File: config.mk
export PLATFORM = sky130hd
export DESIGN_NAME = strobe_reg_bank
export DESIGN_NICKNAME = d
export VERILOG_FILES = /design/src/rtl/srb_pkg.sv /design/src/rtl/srb_regfile.sv /design/src/rtl/srb_wr_chan.sv /design/src/rtl/srb_rd_chan.sv /design/src/rtl/strobe_reg_bank.sv
export SDC_FILE = /design/constraint.sdc
export NUM_CORES = 1
export LEC_CHECK = 0
export BUFFER_PORTS_ARGS = -buffer_cell sky130_fd_sc_hd__buf_4
export CAP_MARGIN = 30
export CORE_MARGIN = 8
export CORE_UTILIZATION = 53
export CTS_BUF_LIST = sky130_fd_sc_hd__clkbuf_4
export DETAILED_ROUTE_END_ITERATION = 10
export HOLD_SLACK_MARGIN = 0.02
export PLACE_DENSITY_LB_ADDON = 0.3
export SETUP_SLACK_MARGIN = 0.2
export SLEW_MARGIN = 10
export SYNTH_ARGS = -nofsm -noshare
export SYNTH_HDL_FRONTEND = slang
export SYNTH_HIERARCHICAL = 1
export SYNTH_SLANG_ARGS = --single-unit
File: constraint.sdc
create_clock -name clk -period 2.75 [get_ports clk]
set_clock_uncertainty 0.05 [all_clocks]
set_input_delay 0.275 -clock clk [delete_from_list [all_inputs] [get_ports clk]]
set_output_delay 0.275 -clock clk [all_outputs]
set_load 0.05 [all_outputs]
File: src/rtl/srb_pkg.sv
package srb_pkg;

    localparam int unsigned BYTE_W = 8;

    typedef enum logic [1:0] {
        RESP_OKAY   = 2'b00,
        RESP_SLVERR = 2'b10
    } resp_e;

endpackage

File: src/rtl/srb_regfile.sv
module srb_regfile
    import srb_pkg::*;
#(
    parameter int unsigned DATA_W   = 32,
    parameter int unsigned NUM_REGS = 8,
    localparam int unsigned STRB_W  = DATA_W / BYTE_W,
    localparam int unsigned IDX_W   = $clog2(NUM_REGS)
) (
    input  logic              clk,
    input  logic              rst_n,
    input  logic              wr_en,
    input  logic [IDX_W-1:0]  wr_idx,
    input  logic [DATA_W-1:0] wr_data,
    input  logic [STRB_W-1:0] wr_strb,
    input  logic [IDX_W-1:0]  rd_idx,
    output logic [DATA_W-1:0] rd_word
);

    logic [DATA_W-1:0]   regs_d [NUM_REGS];
    logic [DATA_W-1:0]   regs_q [NUM_REGS];
    logic [NUM_REGS-1:0] row_sel;

    for (genvar g = 0; g < NUM_REGS; g++) begin : g_row
        assign row_sel[g] = wr_en && (wr_idx == IDX_W'(g));
    end

    always_comb begin
        for (int r = 0; r < NUM_REGS; r++) begin
            regs_d[r] = regs_q[r];
            for (int l = 0; l < STRB_W; l++) begin
                if (row_sel[r] && wr_strb[l]) begin
                    regs_d[r][l*BYTE_W +: BYTE_W] = wr_data[l*BYTE_W +: BYTE_W];
                end
            end
        end
    end

    always_ff @(posedge clk or negedge rst_n) begin
        if (!rst_n) begin
            for (int r = 0; r < NUM_REGS; r++) begin
                regs_q[r] <= '0;
            end
        end else begin
            for (int r = 0; r < NUM_REGS; r++) begin
                regs_q[r] <= regs_d[r];
            end
        end
    end

    assign rd_word = regs_q[rd_idx];

endmodule

File: src/rtl/srb_wr_chan.sv
module srb_wr_chan
    import srb_pkg::*;
#(
    parameter int unsigned ADDR_W   = 8,
    parameter int unsigned DATA_W   = 32,
    parameter int unsigned NUM_REGS = 8,
    localparam int unsigned STRB_W  = DATA_W / BYTE_W,
    localparam int unsigned IDX_W   = $clog2(NUM_REGS),
    localparam int unsigned LSB     = $clog2(STRB_W)
) (
    input  logic              clk,
    input  logic              rst_n,
    input  logic              aw_valid,
    output logic              aw_ready,
    input  logic [ADDR_W-1:0] aw_addr,
    input  logic              w_valid,
    output logic              w_ready,
    input  logic [DATA_W-1:0] w_data,
    input  logic [STRB_W-1:0] w_strb,
    output logic              b_valid,
    input  logic              b_ready,
    output logic [1:0]        b_resp,
    output logic              wr_en,
    output logic [IDX_W-1:0]  wr_idx,
    output logic [DATA_W-1:0] wr_data,
    output logic [STRB_W-1:0] wr_strb
);

    typedef struct packed {
        logic              aw_have;
        logic [ADDR_W-1:0] addr;
        logic              w_have;
        logic [DATA_W-1:0] data;
        logic [STRB_W-1:0] strb;
        logic              b_valid;
        resp_e             b_resp;
    } wr_state_t;

    wr_state_t         st_d, st_q;
    logic              aw_fire, w_fire, have_aw, have_w, in_range;
    logic [ADDR_W-1:0] addr_now;

    always_comb begin
        st_d     = st_q;
        aw_ready = !st_q.aw_have && !st_q.b_valid;
        w_ready  = !st_q.w_have && !st_q.b_valid;
        aw_fire  = aw_valid && aw_ready;
        w_fire   = w_valid && w_ready;
        have_aw  = st_q.aw_have || aw_fire;
        have_w   = st_q.w_have || w_fire;
        addr_now = st_q.aw_have ? st_q.addr : aw_addr;
        wr_data  = st_q.w_have ? st_q.data : w_data;
        wr_strb  = st_q.w_have ? st_q.strb : w_strb;
        wr_idx   = addr_now[LSB +: IDX_W];
        in_range = (addr_now >> (LSB + IDX_W)) == '0;
        wr_en    = 1'b0;

        if (st_q.b_valid && b_ready) begin
            st_d.b_valid = 1'b0;
        end
        if (aw_fire) begin
            st_d.aw_have = 1'b1;
            st_d.addr    = aw_addr;
        end
        if (w_fire) begin
            st_d.w_have = 1'b1;
            st_d.data   = w_data;
            st_d.strb   = w_strb;
        end
        if (have_aw && have_w) begin
            wr_en        = in_range;
            st_d.aw_have = 1'b0;
            st_d.w_have  = 1'b0;
            st_d.b_valid = 1'b1;
            st_d.b_resp  = in_range ? RESP_OKAY : RESP_SLVERR;
        end
    end

    always_ff @(posedge clk or negedge rst_n) begin
        if (!rst_n) begin
            st_q <= '{aw_have: 1'b0, addr: '0, w_have: 1'b0, data: '0,
                      strb: '0, b_valid: 1'b0, b_resp: RESP_OKAY};
        end else begin
            st_q <= st_d;
        end
    end

    assign b_valid = st_q.b_valid;
    assign b_resp  = st_q.b_resp;

endmodule

File: src/rtl/srb_rd_chan.sv
module srb_rd_chan
    import srb_pkg::*;
#(
    parameter int unsigned ADDR_W   = 8,
    parameter int unsigned DATA_W   = 32,
    parameter int unsigned NUM_REGS = 8,
    localparam int unsigned STRB_W  = DATA_W / BYTE_W,
    localparam int unsigned IDX_W   = $clog2(NUM_REGS),
    localparam int unsigned LSB     = $clog2(STRB_W)
) (
    input  logic              clk,
    input  logic              rst_n,
    input  logic              ar_valid,
    output logic              ar_ready,
    input  logic [ADDR_W-1:0] ar_addr,
    output logic              r_valid,
    input  logic              r_ready,
    output logic [DATA_W-1:0] r_data,
    output logic [1:0]        r_resp,
    output logic [IDX_W-1:0]  rd_idx,
    input  logic [DATA_W-1:0] rd_word
);

    typedef struct packed {
        logic              r_valid;
        logic [DATA_W-1:0] data;
        resp_e             resp;
    } rd_state_t;

    rd_state_t st_d, st_q;
    logic      ar_fire, in_range;

    always_comb begin
        st_d     = st_q;
        ar_ready = !st_q.r_valid;
        ar_fire  = ar_valid && ar_ready;
        rd_idx   = ar_addr[LSB +: IDX_W];
        in_range = (ar_addr >> (LSB + IDX_W)) == '0;

        if (st_q.r_valid && r_ready) begin
            st_d.r_valid = 1'b0;
        end
        if (ar_fire) begin
            st_d.r_valid = 1'b1;
            st_d.data    = in_range ? rd_word : '0;
            st_d.resp    = in_range ? RESP_OKAY : RESP_SLVERR;
        end
    end

    always_ff @(posedge clk or negedge rst_n) begin
        if (!rst_n) begin
            st_q <= '{r_valid: 1'b0, data: '0, resp: RESP_OKAY};
        end else begin
            st_q <= st_d;
        end
    end

    assign r_valid = st_q.r_valid;
    assign r_data  = st_q.data;
    assign r_resp  = st_q.resp;

endmodule

File: src/rtl/strobe_reg_bank.sv
module strobe_reg_bank
    import srb_pkg::*;
#(
    parameter int unsigned ADDR_W   = 8,
    parameter int unsigned DATA_W   = 32,
    parameter int unsigned NUM_REGS = 8,
    localparam int unsigned STRB_W  = DATA_W / BYTE_W,
    localparam int unsigned IDX_W   = $clog2(NUM_REGS)
) (
    input  logic              clk,
    input  logic              rst_n,
    input  logic              aw_valid,
    output logic              aw_ready,
    input  logic [ADDR_W-1:0] aw_addr,
    input  logic              w_valid,
    output logic              w_ready,
    input  logic [DATA_W-1:0] w_data,
    input  logic [STRB_W-1:0] w_strb,
    output logic              b_valid,
    input  logic              b_ready,
    output logic [1:0]        b_resp,
    input  logic              ar_valid,
    output logic              ar_ready,
    input  logic [ADDR_W-1:0] ar_addr,
    output logic              r_valid,
    input  logic              r_ready,
    output logic [DATA_W-1:0] r_data,
    output logic [1:0]        r_resp
);

    logic              wr_en;
    logic [IDX_W-1:0]  wr_idx, rd_idx;
    logic [DATA_W-1:0] wr_data, rd_word;
    logic [STRB_W-1:0] wr_strb;

    srb_wr_chan #(.ADDR_W(ADDR_W), .DATA_W(DATA_W), .NUM_REGS(NUM_REGS)) wr_i (
        .clk(clk), .rst_n(rst_n),
        .aw_valid(aw_valid), .aw_ready(aw_ready), .aw_addr(aw_addr),
        .w_valid(w_valid), .w_ready(w_ready), .w_data(w_data), .w_strb(w_strb),
        .b_valid(b_valid), .b_ready(b_ready), .b_resp(b_resp),
        .wr_en(wr_en), .wr_idx(wr_idx), .wr_data(wr_data), .wr_strb(wr_strb)
    );

    srb_regfile #(.DATA_W(DATA_W), .NUM_REGS(NUM_REGS)) regs_i (
        .clk(clk), .rst_n(rst_n),
        .wr_en(wr_en), .wr_idx(wr_idx), .wr_data(wr_data), .wr_strb(wr_strb),
        .rd_idx(rd_idx), .rd_word(rd_word)
    );

    srb_rd_chan #(.ADDR_W(ADDR_W), .DATA_W(DATA_W), .NUM_REGS(NUM_REGS)) rd_i (
        .clk(clk), .rst_n(rst_n),
        .ar_valid(ar_valid), .ar_ready(ar_ready), .ar_addr(ar_addr),
        .r_valid(r_valid), .r_ready(r_ready), .r_data(r_data), .r_resp(r_resp),
        .rd_idx(rd_idx), .rd_word(rd_word)
    );

endmodule

==> flow_metrics.py <==
metrics = {
    "critical_path": {
        "cp_max_fo": 8,
        "worstPathArrival_ns": 2.89,
        "endpoint_kind": "register",
        "cpPeakStageDelay_ns": 0.47,
        "crit_path_top_delay_cell": "dfrtp_1",
        "cp_cell_sequence": "nor4_1 -> nor2_1 -> nor2_1 -> buf_4 -> nand3_1 -> nor2_4 -> buf_4 -> mux2_2",
        "start_kind": "register",
        "criticalPathCategory": "reg -> reg",
        "required_ns": 3.27,
    },
    "sta": {
        "fin_crit_ns": 2.37,
        "rsz0062_at_grt": "no",
        "finalHoldViolCount": 0,
        "post-route-period-util": 0.862,
        "tightest_slew_ns": 0.601,
        "relSlewSlack": 0.600,
        "max_freq_mhz": 422,
        "tns_ns": 0,
        "setup_violations": 0,
        "maxSlewViolCount": 0,
    },
    "synthesis": {
        "synth_top_flop_cell": "dfrtp_1",
        "ys_warn_count": 6,
        "netlist_instances": 954,
        "synth_area_per_cell_um2": 16.5,
        "synth_most_common_cell": "mux2_2",
        "synth-seq-area-share": 0.534,
        "syn-num-nets": 1013,
        "synth.area.top_cells": "dfrtp_1 53%, mux2_2 24%, mux4_2 5.1%",
        "yosys-top-cells-count": "340 x mux2_2, 336 x dfrtp_1, 36 x mux4_2, 36 x nand3b_1, 32 x nor2_2",
        "synth.distinct_cells": 34,
        "yosysTopAreaCellShare": 0.534,
        "synth-seq-cells": 336,
        "synth_edf_count": 0,
        "async_reset_ff_frac": 1.00,
        "syn_area_mm2": 0.0158,
        "yosys.area.top_type": "dfrtp_1",
    },
    "layout": {
        "multiInputGateArea_mm2": 0.00697,
        "final_area_mm2": 0.0187,
        "area_delta_synth_final_pct": 18.8,
        "drive_above_1_share": 0.613,
        "n_fill_cell": 2197,
        "final_nets": 1250,
        "register_area_mm2": 0.00841,
    },
    "routing": {
        "drtIter0Drc": 492,
        "num_vias": 9172,
        "postRouteAntennaNets": 0,
        "wire_per_inst_um": 20.9,
        "vias_per_cell": 5.59,
        "wirelength_um": 34300,
        "drt_pass1_iterations": 4,
        "drc_errors": 0,
    },
    "placed_design": {
        "post_dp_cell_area_mm2": 0.0171,
        "dp.final_hpwl_um": 21100,
        "place_congestion": 0.714,
        "portBuffers": 93,
    },
    "clock_tree": {
        "clock-root-buffer": "clkbuf_4",
        "postCtsSetupRepairBufs": 0,
        "cts_max_path_buffers": 3,
        "clk_latency_ns": 0.72,
        "cts_tree": "done",
        "cts_buffers": 89,
        "clock-sinks": 336,
        "clk_pin_slew_worst_paths_ns": 0.06,
        "htree_num_levels": 3,
    },
    "flow_run": {
        "max-cap-violations": 0,
    },
    "global_routing": {
        "antenna_found_initial": 1,
        "grt.overflow.total": 0,
        "grt_pass1_wl_um": 56300,
        "grt_max_degree": 74,
        "grtUsageTotal": 0.198,
        "grt_pass1_vias": 10100,
    },
    "pwr": {
        "combPwrFrac": 0.271,
        "pwr-share-clk": 0.274,
        "p_sw_mw": 4.56,
        "power_leakage_nw": 8.95,
        "p_seq_frac": 0.454,
        "p_int_mw": 11.2,
        "swShare": 0.288,
        "powerDensity_mw_per_mm2": 844,
        "max-vdd-ir-drop_mv": 0.946,
    },
    "hold_path": {
        "hold_class": "in -> async",
    },
    "floorplan": {
        "die_h_um": 188,
        "die_w_um": 188,
        "start_util": 0.534,
        "ios": 100,
        "die_area_mm2": 0.0355,
        "std_cell_rows": 63,
        "core-area_mm2": 0.0295,
    },
    "outcome": {
        "status": "complete, no violations",
    },
}
power groups by stage:
stage / clock network, mW / logic [mW] / registers [mW]
after floorplan: 0 / 3.26 / 7.10
after global placement: 0 / 4.11 / 7.18
after detailed placement: 0 / 4.21 / 7.26
after CTS: 4.48 / 4.31 / 7.17
after global routing: 4.75 / 4.63 / 7.38
final: 4.33 / 4.29 / 7.18
path summary, 6_finish.rpt:
| check | slack (ns) | startpoint | to | depth (start not counted) |
|---|---|---|---|---|
| worst max register to register | 0.38 | wr_i/st_q[48] | regs_i/regs_q[141] | 8 |
| min in group clk | 0.14 | ar_addr[6] | rd_i/r_data[4] | 3 |
| worst max-delay path | 0.38 | wr_i/st_q[48] | regs_i/regs_q[141] | 8 |
| worst min-delay path | 0.14 | rst_n | regs_i/regs_q[28] | 3 |
| max in group asynchronous | 2.00 | rst_n | wr_i/st_q[43] | 3 |
| worst min register to register | 0.44 | regs_i/regs_q[17] | regs_i/regs_q[17] | 1 |
per-stage QoR:
stage	std cells	total power, mW	hold slack (ns)	setup slack, ns	util
6_report	1641	15.8	0.138	0.380	0.635
5_1_grt	1641	16.8	0.127	0.203	0.635
2_1_floorplan	954	10.4	-0.0706	0.365	-
4_1_cts	1640	16.0	0.0832	0.347	0.635
3_3_place_gp	1440	11.3	0.142	0.318	0.580
3_5_place_dp	1440	11.5	0.148	0.355	0.580
layout make-up:
cell class	instances	share of cell area
Antenna cell	1	0.000134
Clock buffer	137	0.0549
Clock inverter	13	0.00448
Inverter	2	0.000401
Multi-Input combinational cell	563	0.373
Sequential cell	336	0.449
Tap cell	390	0.0261
Timing Repair Buffer	199	0.0921
sequential cells by signal (all words and copies together) (netlist names):
signal	flops
rd_i/r_valid	1
rd_i/r_data	32
wr_i/b_valid	1
rd_i/r_resp	1
wr_i/b_resp	1
regs_i/regs_q	256
wr_i/st_q	44
logic make-up (layout without fill, tap and decap cells):
group           after synthesis  after routing  synth area share
simple gates                 90             90            0.0376
flops                       336            336             0.534
compound gates               36             36            0.0336
buf+inv                      55            351            0.0239
other cells                   2              3          0.000477
mux                         435            435             0.371
worst max-delay path, delay by kind of cell (launching register included):
kind                   cells  cell delay [ns]
and+or+nand+nor            5             1.01
muxes                      1             0.33
buffers and inverters      2             0.38
DFF                        1             0.47
routing by layer:
metal | vias to the layer above | wire (um) | GRT usage
met2 | 210 | 16200 | 0.310
met5 | - | 0 | 0
met1 | 4796 | 15800 | 0.276
met3 | 41 | 1910 | 0.0421
li1 | 4125 | - | -
met4 | 0 | 495 | 0.0607
cells in the final DEF (no fill, tap or decap), types with 2 or more instances in the layout:
cell type,synthesis,final
buf_12,0,8
buf_4,9,141
clkbuf_4,0,137
clkinv_1,0,7
clkinvlp_4,0,2
conb_1,2,2
dfrtp_1,336,335
dlygate4sd3_1,0,49
inv_1,2,2
inv_2,0,2
mux2_2,340,340
mux2_4,30,30
mux4_1,28,28
mux4_2,36,36
nand2b_1,3,2
nand3_1,4,4
nand3b_1,36,36
nor2_1,5,5
nor2_2,32,31
nor2b_1,2,2
o21ai_0,2,2
o2bb2ai_1,2,2
o2bb2ai_2,27,27
o2bb2ai_4,3,3
timing repair:
| action | 4_1_cts | 5_1_grt |
|---|---|---|
| endpoints found under the hold margin | 617 | 0 |
| gates resized for setup | 0 | 1 |
| hold buffers | 50 | 0 |
| endpoints found under the setup margin | 0 | 5 |
Power figures use the tool's default switching activity.
